**config.mk**
```make
export PLATFORM = sky130hd
export DESIGN_NAME = pwb_commit
export DESIGN_NICKNAME = d
export VERILOG_FILES = /design/src/rtl/pwb_pkg.sv /design/src/rtl/pwb_mode_gate.sv /design/src/rtl/pwb_status_flag.sv /design/src/rtl/pwb_flag_reduce.sv /design/src/rtl/pwb_commit.sv
export SDC_FILE = /design/constraint.sdc
export NUM_CORES = 1
export LEC_CHECK = 0
export ABC_AREA = 1
export BUFFER_PORTS_ARGS = -buffer_cell sky130_fd_sc_hd__buf_4
export CAP_MARGIN = 20
export CORE_MARGIN = 5
export CORE_UTILIZATION = 36
export CTS_BUF_LIST = sky130_fd_sc_hd__clkbuf_8
export DETAILED_ROUTE_END_ITERATION = 16
export PLACE_DENSITY = 0.93
export SLEW_MARGIN = 20
export SYNTH_ARGS = -nofsm -noshare
export SYNTH_HDL_FRONTEND = slang
export SYNTH_SLANG_ARGS = --single-unit
```
**constraint.sdc**
```tcl
create_clock -name clk -period 1.25 [get_ports clk]
set_input_delay 0.125 -clock clk [delete_from_list [all_inputs] [get_ports clk]]
set_output_delay 0.125 -clock clk [all_outputs]
set_load 0.005 [all_outputs]
```
**src/rtl/pwb_pkg.sv**
```systemverilog
package pwb_pkg;

    localparam int NCOMP = 4;

    typedef enum logic [2:0] {
        CLS_COMMIT,
        CLS_ALL_AND,
        CLS_ALL_OR,
        CLS_PAIR_AND,
        CLS_PAIR_OR,
        CLS_SPLAT
    } op_cls_e;

    typedef enum logic [1:0] {
        WM_IF_SET = 2'b00,
        WM_IF_CLR = 2'b01,
        WM_NEVER  = 2'b10,
        WM_ALWAYS = 2'b11
    } wmode_e;

    typedef enum logic [1:0] {
        FC_KEEP      = 2'b00,
        FC_SIGN      = 2'b01,
        FC_ZERO      = 2'b10,
        FC_SIGN_ZERO = 2'b11
    } fctl_e;

    localparam logic [7:0] OP_ALL_AND  = 8'h08;
    localparam logic [7:0] OP_ALL_OR   = 8'h09;
    localparam logic [7:0] OP_PAIR_AND = 8'h0A;
    localparam logic [7:0] OP_PAIR_OR  = 8'h0B;
    localparam logic [7:0] OP_SPLAT    = 8'h0C;

    function automatic op_cls_e classify(input logic [7:0] op);
        op_cls_e c;
        case (op)
            OP_ALL_AND:  c = CLS_ALL_AND;
            OP_ALL_OR:   c = CLS_ALL_OR;
            OP_PAIR_AND: c = CLS_PAIR_AND;
            OP_PAIR_OR:  c = CLS_PAIR_OR;
            OP_SPLAT:    c = CLS_SPLAT;
            default:     c = CLS_COMMIT;
        endcase
        return c;
    endfunction

endpackage

```
**src/rtl/pwb_mode_gate.sv**
```systemverilog
module pwb_mode_gate
    import pwb_pkg::*;
(
    input  logic [1:0] mode,
    input  logic       flag,
    output logic       we
);
    always_comb begin
        unique case (wmode_e'(mode))
            WM_IF_SET: we = flag;
            WM_IF_CLR: we = ~flag;
            WM_NEVER:  we = 1'b0;
            WM_ALWAYS: we = 1'b1;
        endcase
    end
endmodule

```
**src/rtl/pwb_status_flag.sv**
```systemverilog
module pwb_status_flag
    import pwb_pkg::*;
#(
    parameter int CW = 16
) (
    input  logic [CW-1:0] comp,
    input  logic [1:0]    sel,
    input  logic          old_flag,
    output logic          new_flag
);
    logic is_neg;
    logic is_zero;

    assign is_neg  = comp[CW-1];
    assign is_zero = (comp == '0);

    always_comb begin
        unique case (fctl_e'(sel))
            FC_KEEP:      new_flag = old_flag;
            FC_SIGN:      new_flag = is_neg;
            FC_ZERO:      new_flag = is_zero;
            FC_SIGN_ZERO: new_flag = is_neg | is_zero;
        endcase
    end
endmodule

```
**src/rtl/pwb_flag_reduce.sv**
```systemverilog
module pwb_flag_reduce
    import pwb_pkg::*;
(
    input  op_cls_e          cls,
    input  logic [NCOMP-1:0] flags_old,
    input  logic [NCOMP-1:0] flags_commit,
    output logic [NCOMP-1:0] flags_next
);
    logic xy_and, zw_and, xy_or, zw_or;

    assign xy_and = flags_old[0] & flags_old[1];
    assign zw_and = flags_old[2] & flags_old[3];
    assign xy_or  = flags_old[0] | flags_old[1];
    assign zw_or  = flags_old[2] | flags_old[3];

    always_comb begin
        unique case (cls)
            CLS_COMMIT:   flags_next = flags_commit;
            CLS_ALL_AND:  flags_next = {NCOMP{&flags_old}};
            CLS_ALL_OR:   flags_next = {NCOMP{|flags_old}};
            CLS_PAIR_AND: flags_next = {zw_and, zw_and, xy_and, xy_and};
            CLS_PAIR_OR:  flags_next = {zw_or, zw_or, xy_or, xy_or};
            CLS_SPLAT:    flags_next = {NCOMP{flags_old[0]}};
            default:      flags_next = flags_old;
        endcase
    end
endmodule

```
**src/rtl/pwb_commit.sv**
```systemverilog
module pwb_commit
    import pwb_pkg::*;
#(
    parameter int CW = 16
) (
    input  logic              clk,
    input  logic              rst_n,
    input  logic              in_valid,
    input  logic              lane_active,
    input  logic [7:0]        opcode,
    input  logic [7:0]        wmask,
    input  logic [1:0]        fctl,
    input  logic [4*CW-1:0]   result,
    input  logic [3:0]        flags_in,
    output logic              out_valid,
    output logic [3:0]        wr_en,
    output logic [3:0]        flags_out
);
    localparam int MW = 2 * NCOMP;

    op_cls_e          cls;
    logic [NCOMP-1:0] gate_we;
    logic [NCOMP-1:0] status_flags;
    logic [NCOMP-1:0] flags_next;
    logic [NCOMP-1:0] we_next;

    assign cls = classify(opcode);

    for (genvar i = 0; i < NCOMP; i++) begin : g_comp
        pwb_mode_gate u_gate (
            .mode (wmask[MW-1-2*i -: 2]),
            .flag (flags_in[i]),
            .we   (gate_we[i])
        );
        pwb_status_flag #(.CW(CW)) u_stat (
            .comp     (result[i*CW +: CW]),
            .sel      (fctl),
            .old_flag (flags_in[i]),
            .new_flag (status_flags[i])
        );
    end

    pwb_flag_reduce u_reduce (
        .cls          (cls),
        .flags_old    (flags_in),
        .flags_commit (status_flags),
        .flags_next   (flags_next)
    );

    always_comb begin
        we_next = '0;
        if (lane_active && cls == CLS_COMMIT) begin
            we_next = gate_we;
        end
    end

    always_ff @(posedge clk) begin
        if (!rst_n) begin
            out_valid <= 1'b0;
            wr_en     <= '0;
            flags_out <= '0;
        end else begin
            out_valid <= in_valid;
            if (in_valid) begin
                wr_en     <= we_next;
                flags_out <= lane_active ? flags_next : flags_in;
            end else begin
                wr_en     <= '0;
            end
        end
    end
endmodule

```
; Yosys cells after proc, flatten, opt, wreduce, memory -nomap -nowiden
; Index checks and enable logic that the tools add are counted.
[totals]
in_bits = 90
elab_cells = 65
reg_bits = 9
[op_classes]
muxes = 11
n_eq_ne = 25
n_bitwise = 12
n_reduce_logical = 14
[op_table]
columns = operator, count
row1 = $logic_not A16 Y1, 4
row2 = $eq A8 B4 Y1 const B, 5
row3 = $pmux W1 S4, 8
row4 = $pmux W4 S6, 1
row5 = $eq A2 B2 Y1 const B, 10
row6 = $pmux W3 S5, 1
row7 = $eq A2 B1 Y1 const B, 5
row8 = $logic_not A2 Y1, 5
row9 = $eq A3 B2 Y1 const B, 2
row10 = $eq A3 B3 Y1 const B, 2
row11 = $or A1 B1 Y1, 6
row12 = $mux W4, 1
row13 = $not A1 Y1, 4
row14 = $reduce_and A4 Y1, 1
row15 = $reduce_or A4 Y1, 1
row16 = $eq A3 B1 Y1 const B, 1
row17 = $logic_not A3 Y1, 1
row18 = $reduce_and A3 Y1, 1
row19 = $and A1 B1 Y1, 2
row20 = $logic_and A1 B1 Y1, 1

; Logic depth before layout (Yosys ltp)
[depth]
word_depth = 5
mapped_depth = 11
mapped_depth_nobuf = 11

; Cells and area by module
; Synthesis repeated with hierarchy kept, for this count alone.
[hier_totals]
cells_unflattened = 225
hier_area_um2 = 1098.6
[modules_own_cells]
columns = mod, area_each_um2, cells_per_inst, instances, seq_area_each_um2
row1 = pwb_commit, 414.1, 55, 1, 180.2
row2 = pwb_status_flag, 87.6, 22, 4, 0.0
row3 = pwb_flag_reduce, 244.0, 58, 1, 0.0
row4 = pwb_mode_gate, 22.5, 6, 4, 0.0

; Worst setup path before layout
; Ideal clock, no wire load.
[synth_path]
path_type = input -> register
from = in result[44]
to = reg flags_out[2]
t_required_ns = 1.180
path_stages = 8
arrival_time_ns = 0.928
n_path_buf = 0
setup_ns = 0.070
setup_slack_ns = 0.252
cell_sequence = or2_2 > nor3_1 > nand3_1 > nand2_1 > nand2_1 > nand4_1 > nand2_1 > a21oi_1
[synth_via]
elab_chain_cells = 5
[synth_rtl]
columns = element, line_no
row1 = "start, declared", pwb_commit.sv:13  ; input logic [4*CW-1:0] result,
row2 = $logic_not A16 Y1 (*), pwb_status_flag.sv:15  ; assign is_zero = (comp == '0);
row3 = $or A1 B1 Y1, pwb_status_flag.sv:22  ; FC_SIGN_ZERO: new_flag = is_neg | is_zero;
row4 = $pmux W1 S4 (*), pwb_status_flag.sv:18  ; unique case (fctl_e'(sel))
row5 = $pmux W4 S6 (*), pwb_flag_reduce.sv:17  ; unique case (cls)
row6 = $mux W4 (*), pwb_commit.sv:66  ; flags_out <= lane_active ? flags_next : flags_in;
row7 = "end signal, assigned", pwb_commit.sv:66
row8 = "end, declared", pwb_commit.sv:17  ; output logic [3:0] flags_out
; Every way passes the cells marked *; elsewhere a longest branch is shown, timed or not.
; A chain may end at the register's enable or synchronous reset.

; Final worst setup path
; Same ends and word-level chain as after synthesis.

==> metrics <==
outcome=finished clean; gr usage total=0.1792; layout cells sized above 1=0.4167; Clk pwr share=0.313; register area share after synthesis=0.1880; die height=61.60 µm; area occupied by multi-input gates=699.4 µm²; IO Pins=99; CP max stage cell=or2_2; Hold Crit Class=input port to register; drt wl/cell=between 10 and 15 µm; Post-Route Utilization=0.7044; Via density=between 4 and 5; count of buffer and inverter cells on the critical path=1; Final Slew Violations=0; clock slew at reported path FFs=0.04 ns; # fillers=238; relative slew slack=0.8356; RSZ-0062 raised after global routing=no; sequential share of power=0.295; Synth Area in Adders=0; Mapped Area=958.4 µm²; fin crit share=0.7620; flops & latches, synth=9; Crit. End Element=register; detailed placer's ending HPWL=2965 µm; Via Count=1,394; pwr dens=about 590 nW/µm²; final cell count without fillers=just over 300; Post-Synth XOR/XNOR Area=0.03655; core box area=between 2000 and 3000 µm²; synthesized net count=264; P_int=slightly below 0.8 mW; first-pass GRT wire length=~5000 µm; DP Area=roughly 1700 µm²; row cnt=18; Distinct cells, synth=21; Max-cap violations=0; fin worst setup slack=approximately 0.3 ns; Syn Area/Cell=between 5 and 6 µm²; Synth Area in Simple Gates=0.5940; CP startpoint kind=input port; Cell Chain, Critical Path=buf_4 > or2_2 > nor3_1 > nand3_1 > nand2_1 > nand2_1 > nand4_1 > nand2_1 > a21oi_1; Leak=0.9848 nW; die width=between 60 and 70 µm; largest net degree at the start of global routing=9; DRT Wirelength=~3400 µm; Worst Path Arrival=1.12 ns; main combinational cell family by area after synthesis=simple AND/OR/NAND/NOR gates; number of post-CTS setup repair buffers=0; Post-Route Setup TNS=0 ns; final antenna-violating net count=0; Hold Buf Count CTS=0; nets=~370; largest area contributor in the netlist=dfxtp_1; CTS tree=built; Total Die Area=3794 µm²; Gate power share=0.391; CTS H-tree depth=1; Gate Count Post-Synth=174; DRC viols=0; post-synthesis compound-gate area fraction=0.09922; CP max stage delay=around 0.29 ns; worst vdd ir=0.0008297 V; DRT iter0 DRCs=27; Crit Path Class=input port to register; ANT cells=0; final estimated routing congestion in global placement=between 0.7 and 0.8; Worst-Margin Slew=0.2457 ns; Tmin final=0.9525 ns; grt ovf=0; CTS Buffer Depth=2; CTS Buf Count=3; Post-Place Cells=302; port bufs=98; Synth top area share=0.1880; vias in the first global route=about 1,300; Yosys warning total=0; Area contributors post-synth=dfxtp_1, nand2_1, nor2_1; setup violators final=0; delay-heaviest family, CP=simple AND/OR/NAND/NOR gates; Sw Ratio=0.2606; worst-path maximum fanout=1; Initial Utilization=0.3800; Num Clock Sinks=9; Final Hold Viols=0; Worst EP required=1.42 ns; Resized cells post-CTS=0; Area growth, synth to finish=85.38%; Finished Cell Area=between 1500 and 2000 µm²; clock root buffer=clkbuf_8; Crit path top cell by count=nand2_1; worst slack at placement=between 0.04 and 0.05 ns; clock latency on the worst-skew pair=between 0.2 and 0.25 ns; register area=around 180 µm²; Sw Pwr=between 0.2 and 0.3 mW; skew final=0 ns; initial antenna violation count=0; proportion of synthesized area in mux cells=0; fmax=between 1000 and 1500 MHz; drt first pass iters=4
==> worst reg2reg max path, stage by stage, from the launching register on <==
cell and delay, ns:
dfxtp_1 0.33, nand2_1 0.06, a21oi_1 0.13
==> power by group through the flow <==
stage	sequential (mW)	combinational, mW	clock (mW)
floorplan	0.314	0.135	0
global placement	0.313	0.404	0
detailed placement	0.313	0.410	0
CTS	0.308	0.412	0.335
global route	0.310	0.456	0.352
finish	0.308	0.408	0.326
==> through the flow <==
step / total power, mW / hold WS (ns)
detailed placement: 0.7236 / 0.3503
global route: 1.118 / 0.1121
CTS: 1.055 / 0.1104
global placement: 0.7164 / 0.3446
finish: 1.042 / 0.1127
floorplan: 0.4495 / 0.2372
==> cell type report <==
class                           count  area share
Clock buffer                        3     0.02324
Inverter                           21     0.04437
Multi-Input combinational cell    144      0.3937
Sequential cell                     9      0.1014
Tap cell                           30     0.02113
Clock inverter                      1    0.002113
Timing Repair Buffer               98      0.4141
==> kinds of logic after synthesis <==
kind of cell           Yosys count
buffers and inverters           21
AO/OA/AOI/OAI                   14
AND/OR/NAND/NOR                126
flip-flops                       9
XOR/XNOR                         4
==> layout by cell type, fill, tap and decap left out, types with 3 or more instances in the layout <==
cell	netlist	final
a21oi_1	6	6
a22oi_1	4	4
buf_4	0	98
clkbuf_8	0	3
dfxtp_1	9	9
inv_1	21	22
nand2_1	47	47
nand2_2	3	3
nand3_1	12	12
nand4_1	3	3
nor2_1	44	44
nor2_2	3	3
nor3_1	4	4
xnor2_1	4	4
==> registers in the layout (all words and copies together) (netlist names) <==
signal / flops
flags_out: 4
out_valid: 1
wr_en: 4
==> metal layers <==
metal	routed length (µm)	share of wire	track usage
met4	12	0.0036	0.03636
met1	1185	0.35	0.1843
met5	0	0	0
met3	455	0.13	0.06080
met2	1720	0.51	0.3468
==> cell usage after synthesis (all sizes together) <==
cell type / number
nand2: 51
nor2: 48
inv: 21
nand3: 14
dfxtp: 9
a21oi: 7
a22oi: 4
nor3: 4
xnor2: 4
nand4: 3
o21ai: 3
and2: 2
nor3b: 2
or2: 2
==> worst paths after layout <==
path | from | end | slack (ns) | cells after the start
min reg2reg | flags_out[1]$_SDFFE_PN0P_ | flags_out[1]$_SDFFE_PN0P_ | 0.47 | 2
max reg2reg | flags_out[0]$_SDFFE_PN0P_ | flags_out[0]$_SDFFE_PN0P_ | 0.66 | 2
max | result[44] | flags_out[2]$_SDFFE_PN0P_ | 0.30 | 9
min | rst_n | out_valid$_SDFF_PN0_ | 0.11 | 3
No activity file was read; power rests on OpenSTA's default activity.
